==> config.mk <==
export PLATFORM = sky130hd
export DESIGN_NAME = async_tx_core
export DESIGN_NICKNAME = d
export VERILOG_FILES = /design/src/rtl/atx_pkg.sv /design/src/rtl/atx_tick_gen.sv /design/src/rtl/atx_hold_buf.sv /design/src/rtl/atx_bit_timer.sv /design/src/rtl/atx_frame_engine.sv /design/src/rtl/async_tx_core.sv
export SDC_FILE = /design/constraint.sdc
export NUM_CORES = 1
export LEC_CHECK = 0
export CORE_MARGIN = 4
export CORE_UTILIZATION = 60
export CTS_BUF_LIST = sky130_fd_sc_hd__clkbuf_4 sky130_fd_sc_hd__clkbuf_8 sky130_fd_sc_hd__clkbuf_16
export DETAILED_ROUTE_END_ITERATION = 6
export DONT_BUFFER_PORTS = 1
export GPL_ROUTABILITY_DRIVEN = 1
export PLACE_DENSITY = 0.78
export REMOVE_ABC_BUFFERS = 1
export SYNTH_ARGS = -nofsm -noshare
export SYNTH_HDL_FRONTEND = slang
export SYNTH_HIERARCHICAL = 1
export SYNTH_SLANG_ARGS = --single-unit
==> constraint.sdc <==
create_clock -name clk -period 5.2 [get_ports clk]
set_input_delay 0.26 -clock clk [delete_from_list [all_inputs] [get_ports clk]]
set_output_delay 0.26 -clock clk [all_outputs]
set_load 0.01 [all_outputs]
==> src/rtl/atx_pkg.sv <==
package atx_pkg;

   localparam int CHAR_W = 8;
   localparam int MODE_W = 8;
   localparam int TICK_W = 16;

   // mode word field positions
   localparam int M_DIV_LSB  = 0;
   localparam int M_LEN_LSB  = 2;
   localparam int M_PAR_EN   = 4;
   localparam int M_PAR_EVEN = 5;
   localparam int M_STOP_LSB = 6;

   typedef enum logic [2:0] {
      S_IDLE,
      S_START,
      S_DATA,
      S_PAR,
      S_STOP
   } fsm_t;

   typedef struct packed {
      logic [3:0]        nbits;
      logic              par_en;
      logic              par_even;
      logic [TICK_W-1:0] bit_ticks;
      logic [TICK_W-1:0] stop_ticks;
   } frame_cfg_t;

   // Stop length is kept in half-bit units; an odd product rounds up.
   function automatic frame_cfg_t decode_mode(input logic [MODE_W-1:0] m,
                                              input int div_lo,
                                              input int div_mid,
                                              input int div_hi);
      frame_cfg_t c;
      int div;
      int halves;
      case (m[M_DIV_LSB +: 2])
         2'b00:   div = div_lo;
         2'b01:   div = div_mid;
         default: div = div_hi;
      endcase
      case (m[M_STOP_LSB +: 2])
         2'b00:   halves = 2;
         2'b01:   halves = 3;
         default: halves = 4;
      endcase
      c.nbits      = 4'(5 + int'(m[M_LEN_LSB +: 2]));
      c.par_en     = m[M_PAR_EN];
      c.par_even   = m[M_PAR_EVEN];
      c.bit_ticks  = TICK_W'(div);
      c.stop_ticks = TICK_W'((div * halves + 1) / 2);
      return c;
   endfunction

endpackage

==> src/rtl/atx_tick_gen.sv <==
module atx_tick_gen #(
   parameter int SYNC_STAGES  = 2,
   parameter bit TICK_ON_FALL = 1'b1
) (
   input  logic clk,
   input  logic rst_n,
   input  logic txc,
   output logic tick
);

   localparam int CHAIN_W = SYNC_STAGES + 1;

   logic [CHAIN_W-1:0] chain;

   always_ff @(posedge clk or negedge rst_n) begin
      if (!rst_n) chain <= '0;
      else        chain <= {chain[CHAIN_W-2:0], txc};
   end

   generate
      if (TICK_ON_FALL) begin : g_fall
         assign tick = chain[CHAIN_W-1] & ~chain[CHAIN_W-2];
      end else begin : g_rise
         assign tick = ~chain[CHAIN_W-1] & chain[CHAIN_W-2];
      end
   endgenerate

endmodule

==> src/rtl/atx_hold_buf.sv <==
module atx_hold_buf #(
   parameter int W = 8
) (
   input  logic         clk,
   input  logic         rst_n,
   input  logic         wr_en,
   input  logic [W-1:0] wr_data,
   input  logic         take,
   output logic         full,
   output logic [W-1:0] data
);

   always_ff @(posedge clk or negedge rst_n) begin
      if (!rst_n) begin
         full <= 1'b0;
         data <= '0;
      end else if (take) begin
         full <= 1'b0;
      end else if (wr_en && !full) begin
         full <= 1'b1;
         data <= wr_data;
      end
   end

endmodule

==> src/rtl/atx_bit_timer.sv <==
module atx_bit_timer #(
   parameter int CNT_W = 8
) (
   input  logic             clk,
   input  logic             rst_n,
   input  logic             tick,
   input  logic             load,
   input  logic [CNT_W-1:0] len,
   output logic             expire
);

   logic [CNT_W-1:0] rem;

   assign expire = tick && (rem == CNT_W'(1));

   always_ff @(posedge clk or negedge rst_n) begin
      if (!rst_n)                    rem <= '0;
      else if (load)                 rem <= len;
      else if (tick && rem != '0)    rem <= rem - CNT_W'(1);
   end

endmodule

==> src/rtl/atx_frame_engine.sv <==
module atx_frame_engine
   import atx_pkg::*;
#(
   parameter int CNT_W = 8
) (
   input  logic              clk,
   input  logic              rst_n,
   input  logic              tick,
   input  logic              expire,
   input  frame_cfg_t        cfg,
   input  logic              hold_full,
   input  logic [CHAR_W-1:0] hold_data,
   input  logic              cts,
   input  logic              tx_en,
   input  logic              brk,
   output logic              take,
   output logic              timer_load,
   output logic [CNT_W-1:0]  timer_len,
   output logic              txd,
   output logic              busy
);

   fsm_t              state;
   logic [CHAR_W-1:0] shreg;
   logic [3:0]        left_q;
   logic              has_par_q;
   logic              par_bit_q;
   logic [CNT_W-1:0]  bit_len_q;
   logic [CNT_W-1:0]  stop_len_q;
   logic              brk_q;

   logic              go;
   logic              last_data;
   logic [CHAR_W-1:0] mask;
   logic              par_new;

   always_comb begin
      for (int i = 0; i < CHAR_W; i++) mask[i] = (i < int'(cfg.nbits));
      par_new = (^(hold_data & mask)) ^ ~cfg.par_even;
   end

   assign go        = hold_full && cts && tx_en && !brk && !brk_q;
   assign take      = go && ((state == S_IDLE && tick) || (state == S_STOP && expire));
   assign last_data = (left_q == 4'd0);
   assign busy      = (state != S_IDLE);

   always_comb begin
      timer_load = 1'b0;
      timer_len  = bit_len_q;
      if (take) begin
         timer_load = 1'b1;
         timer_len  = CNT_W'(cfg.bit_ticks);
      end else if (expire && !brk) begin
         case (state)
            S_START: timer_load = 1'b1;
            S_DATA: begin
               timer_load = 1'b1;
               if (last_data && !has_par_q) timer_len = stop_len_q;
            end
            S_PAR: begin
               timer_load = 1'b1;
               timer_len  = stop_len_q;
            end
            default: ;
         endcase
      end
   end

   always_ff @(posedge clk or negedge rst_n) begin
      if (!rst_n) begin
         state      <= S_IDLE;
         txd        <= 1'b1;
         shreg      <= '0;
         left_q     <= '0;
         has_par_q  <= 1'b0;
         par_bit_q  <= 1'b0;
         bit_len_q  <= '0;
         stop_len_q <= '0;
         brk_q      <= 1'b0;
      end else begin
         brk_q <= brk;
         if (brk) begin
            state <= S_IDLE;
            txd   <= 1'b0;
         end else if (take) begin
            state      <= S_START;
            txd        <= 1'b0;
            shreg      <= hold_data;
            left_q     <= cfg.nbits - 4'd1;
            has_par_q  <= cfg.par_en;
            par_bit_q  <= par_new;
            bit_len_q  <= CNT_W'(cfg.bit_ticks);
            stop_len_q <= CNT_W'(cfg.stop_ticks);
         end else if (expire) begin
            case (state)
               S_START: begin
                  state <= S_DATA;
                  txd   <= shreg[0];
                  shreg <= shreg >> 1;
               end
               S_DATA: begin
                  if (last_data) begin
                     if (has_par_q) begin
                        state <= S_PAR;
                        txd   <= par_bit_q;
                     end else begin
                        state <= S_STOP;
                        txd   <= 1'b1;
                     end
                  end else begin
                     txd    <= shreg[0];
                     shreg  <= shreg >> 1;
                     left_q <= left_q - 4'd1;
                  end
               end
               S_PAR: begin
                  state <= S_STOP;
                  txd   <= 1'b1;
               end
               default: begin
                  state <= S_IDLE;
                  txd   <= 1'b1;
               end
            endcase
         end else if (state == S_IDLE) begin
            txd <= 1'b1;
         end
      end
   end

endmodule

==> src/rtl/async_tx_core.sv <==
module async_tx_core
   import atx_pkg::*;
#(
   parameter int DIV_LO       = 1,
   parameter int DIV_MID      = 16,
   parameter int DIV_HI       = 64,
   parameter int SYNC_STAGES  = 2,
   parameter bit TICK_ON_FALL = 1'b1
) (
   input  logic              clk,
   input  logic              rst_n,
   input  logic [MODE_W-1:0] mode_word,
   input  logic              txc,
   input  logic              wr_en,
   input  logic [CHAR_W-1:0] wr_data,
   input  logic              cts,
   input  logic              tx_en,
   input  logic              brk,
   output logic              txd,
   output logic              tx_rdy
);

   localparam int MAX_TICKS = (DIV_HI * 4 + 1) / 2;
   localparam int CNT_W     = $clog2(MAX_TICKS + 1);

   generate
      if (DIV_LO < 1 || DIV_MID < DIV_LO || DIV_HI < DIV_MID) begin : g_bad_div
         $error("async_tx_core: divisors must be positive and ascending");
      end
      if (MAX_TICKS >= (1 << TICK_W)) begin : g_bad_range
         $error("async_tx_core: DIV_HI too large for tick fields");
      end
      if (SYNC_STAGES < 1) begin : g_bad_sync
         $error("async_tx_core: at least one synchroniser stage needed");
      end
   endgenerate

   frame_cfg_t        cfg;
   logic              tick;
   logic              take;
   logic              busy;
   logic              hold_full;
   logic [CHAR_W-1:0] hold_data;
   logic              timer_load;
   logic [CNT_W-1:0]  timer_len;
   logic              expire;

   assign cfg    = decode_mode(mode_word, DIV_LO, DIV_MID, DIV_HI);
   assign tx_rdy = ~hold_full;

   atx_tick_gen #(
      .SYNC_STAGES (SYNC_STAGES),
      .TICK_ON_FALL(TICK_ON_FALL)
   ) u_tick (
      .clk  (clk),
      .rst_n(rst_n),
      .txc  (txc),
      .tick (tick)
   );

   atx_hold_buf #(
      .W(CHAR_W)
   ) u_hold (
      .clk    (clk),
      .rst_n  (rst_n),
      .wr_en  (wr_en),
      .wr_data(wr_data),
      .take   (take),
      .full   (hold_full),
      .data   (hold_data)
   );

   atx_bit_timer #(
      .CNT_W(CNT_W)
   ) u_timer (
      .clk   (clk),
      .rst_n (rst_n),
      .tick  (tick),
      .load  (timer_load),
      .len   (timer_len),
      .expire(expire)
   );

   atx_frame_engine #(
      .CNT_W(CNT_W)
   ) u_engine (
      .clk       (clk),
      .rst_n     (rst_n),
      .tick      (tick),
      .expire    (expire),
      .cfg       (cfg),
      .hold_full (hold_full),
      .hold_data (hold_data),
      .cts       (cts),
      .tx_en     (tx_en),
      .brk       (brk),
      .take      (take),
      .timer_load(timer_load),
      .timer_len (timer_len),
      .txd       (txd),
      .busy      (busy)
   );

endmodule

==> impl_metrics.py <==
metrics = {
    "run_status": {
        "outcome": "finished, final reports clean",
    },
    "layout": {
        "num_antenna_cells": 0,
        "fin_cells": 425,
        "multi_input_area_sq_um": 1720,
        "nNetsFinal": 391,
        "final_common_cell": "nand2_1",
        "synthToLayoutAreaGrowth_pct": 6.42,
        "n_fill_cell": 434,
        "most-common-layout-cells": "nand2_1, dfrtp_1, nor2_1, o21ai_0",
        "drive_above_1_share": 0.0873,
        "ff_latch_area_sq_um": 1380,
        "finalInstanceArea_sq_um": 3420,
    },
    "floorplanning": {
        "core_sq_um": 5140,
        "initial_utilization": 0.626,
        "die_area_sq_um": 6590,
        "placementRows": 26,
        "dieWidth_um": 81.2,
        "die_h_um": 81.2,
        "ios": 25,
    },
    "pwr": {
        "switching_share": 0.339,
        "total_power_uw": 1140,
        "switchingPower_uw": 387,
        "comb_power_share": 0.271,
        "ir_drop_mv": 0.212,
        "p_int_uw": 755,
        "pwr-share-seq": 0.532,
        "p_leak_uw": 0.00155,
        "pwr-share-clk": 0.197,
        "power_density_nw_per_um2": 334,
    },
    "placed_design": {
        "routabilityCongestion": 0.847,
        "dp_cells": 412,
        "place_area_sq_um": 3270,
        "hpwl_um": 4370,
        "port_buffers": 0,
        "place_ws_ns": 1.76,
    },
    "global_routing": {
        "grt_max_degree": 56,
        "antenna_found_initial": 0,
        "grtUsageTotal": 0.209,
        "grt_pass1_wl_um": 10900,
        "grt_pass1_vias": 2416,
        "grt_overflow_total": 0,
    },
    "drt": {
        "drtPass1Iterations": 4,
        "num_vias": 2471,
        "wl_per_cell_um": 14.6,
        "top_layer": "met4",
        "antenna_left": 0,
        "met1Wirelength_um": 2960,
        "first_iter_violations": 140,
        "drcViolationCount": 0,
        "wl_met3_um": 386,
        "finalWirelength_um": 6220,
        "met2_length_um": 2810,
        "via_per_inst": 5.81,
    },
    "synth": {
        "synthesis.area_sq_um": 3220,
        "ys_types": 60,
        "synthArstFlopShare": 1.00,
        "ys_seq_area_frac": 0.428,
        "synth_ff_type": "dfrtp_1",
        "syn_area_per_cell_sq_um": 9.19,
        "ys_ff_latch": 55,
        "syn-instance-count": 350,
        "synth-edff-count": 0,
        "yosysWarnings": 6,
    },
    "sta": {
        "fin_skew_ns": 0.0102,
        "setup_ws_ns": 1.72,
        "fin_setup_tns_ns": 0,
        "worst_slew_pin_slew_ns": 1.08,
        "setup_viol": 0,
        "fmax_mhz": 287,
        "fin_crit_ns": 3.48,
        "slew_violations": 0,
        "maxSlewHeadroom": 0.276,
        "rsz0062_at_grt": "no",
        "finalHoldViolCount": 0,
        "min_period_over_period": 0.669,
    },
    "clock_network": {
        "root_buffer": "clkbuf_8",
        "cts.clk_slew.worst_paths_ns": 0.10,
        "post_cts_buffers": 0,
        "cts_made_buffers": 5,
        "postCtsHoldBufs": 4,
        "clk_latency_ns": 0.30,
        "cts_htree_levels": 2,
        "cts_tree": "built",
        "clock-sinks": 55,
        "clockBufferDepth": 2,
        "cts_resized": 0,
    },
    "critical_path": {
        "start_kind": "register",
        "worstSetupPathType": "register to register",
        "cp-end-kind": "register",
        "cp.arrival_ns": 3.68,
        "required_ns": 5.40,
        "cp_max_fo": 36,
    },
    "worst_hold_path": {
        "holdCritPathClass": "input port to register",
    },
    "job": {
        "drv_cap": 0,
    },
}
==> worst max-delay path, cell delays in order, from the launching register on <==
cell	delay, ns
dfrtp_1	0.43
or4_1	0.60
nor2_1	0.36
mux2_2	0.24
nand4_1	0.09
buf_4	0.23
inv_1	0.22
buf_4	0.41
a21oi_1	0.16
a22oi_1	0.17
o21ai_0	0.11
nand2_1	0.07
o41ai_1	0.06
a31o_1	0.21
==> cell families (layout without fill, tap and decap cells) <==
group / after synthesis / after routing / share of synthesized area
AND/OR/NAND/NOR: 151 / 151 / 0.242
AO/OA/AOI/OAI: 69 / 69 / 0.140
flip-flops: 55 / 55 / 0.428
buffers and inverters: 31 / 32 / 0.0428
multiplexers: 20 / 20 / 0.0658
adder cells (fa/ha/maj): 14 / 14 / 0.0545
XOR/XNOR: 9 / 9 / 0.0245
other: 1 / 5 / 0.00117
==> path summary, 6_finish.rpt <==
check	from	endpoint	slack, ns	cells past startpoint
max	u_timer/rem[6]	u_timer/rem[4]	1.72	13
min	brk	u_engine/state[2]	0.02	1
max reg2reg	u_timer/rem[6]	u_timer/rem[4]	1.72	13
min reg2reg	u_tick/chain[0]	u_tick/chain[1]	0.36	0
max in group asynchronous	rst_n	u_engine/txd	4.46	2
min in group asynchronous	rst_n	u_engine/state[0]	0.47	2
==> Yosys cell counts, types with 4 or more instances <==
cell	number	area [sq um]
nand2_1	70	263
dfrtp_1	54	1350
nor2_1	24	90.1
o21ai_0	22	110
a21oi_1	16	80.1
inv_1	16	60.1
ha_1	14	175
mux2i_1	11	110
mux2_2	9	101
nor3b_1	8	60.1
clkbuf_1	7	26.3
nor3_1	7	35.0
xnor2_1	6	52.6
buf_2	5	25.0
nor4_1	5	31.3
a22oi_1	4	30.0
nand3_1	4	20.0
==> power by group through the flow <==
stage / Combinational, uW / Sequential (uW) / Clock, uW
floorplan: 247 / 588 / 0
global placement: 287 / 610 / 0
detailed placement: 293 / 614 / 0
CTS: 309 / 605 / 236
global route: 357 / 622 / 250
finish: 309 / 607 / 226
==> layer usage <==
layer | up-vias | GRT usage
met2 | 70 | 0.344
met4 | 0 | 0.0524
met5 | - | 0
met3 | 7 | 0.0455
li1 | 1242 | -
met1 | 1152 | 0.282
==> layout make-up <==
| class | count | share of cell area |
|---|---|---|
| clock buffers | 5 | 0.0201 |
| clock inverters | 3 | 0.00439 |
| inverters | 16 | 0.0176 |
| multi-input cells | 268 | 0.503 |
| flip-flops and latches | 55 | 0.403 |
| well taps | 70 | 0.0256 |
| repair buffers | 8 | 0.0263 |
==> sequential cells by signal, summed over array words and instances, names as in the netlist <==
name and count:
u_engine/par_bit_q 1, u_engine/txd 1, u_engine/state 3, u_engine/stop_len_q 8, u_hold/full 1, u_engine/shreg 8
u_timer/rem 8, u_engine/has_par_q 1, u_tick/chain 3, u_engine/brk_q 1, u_engine/bit_len_q 8, u_engine/left_q 4
u_hold/data 8
==> metrics by stage <==
stage                     hold WS, ns   util
after floorplan               -0.0356      -
after global placement        -0.0339  0.636
after detailed placement      -0.0340  0.636
after CTS                     0.00224  0.664
after global routing          0.00517  0.666
final                          0.0243  0.666
(Power assumes the default switching activity.)
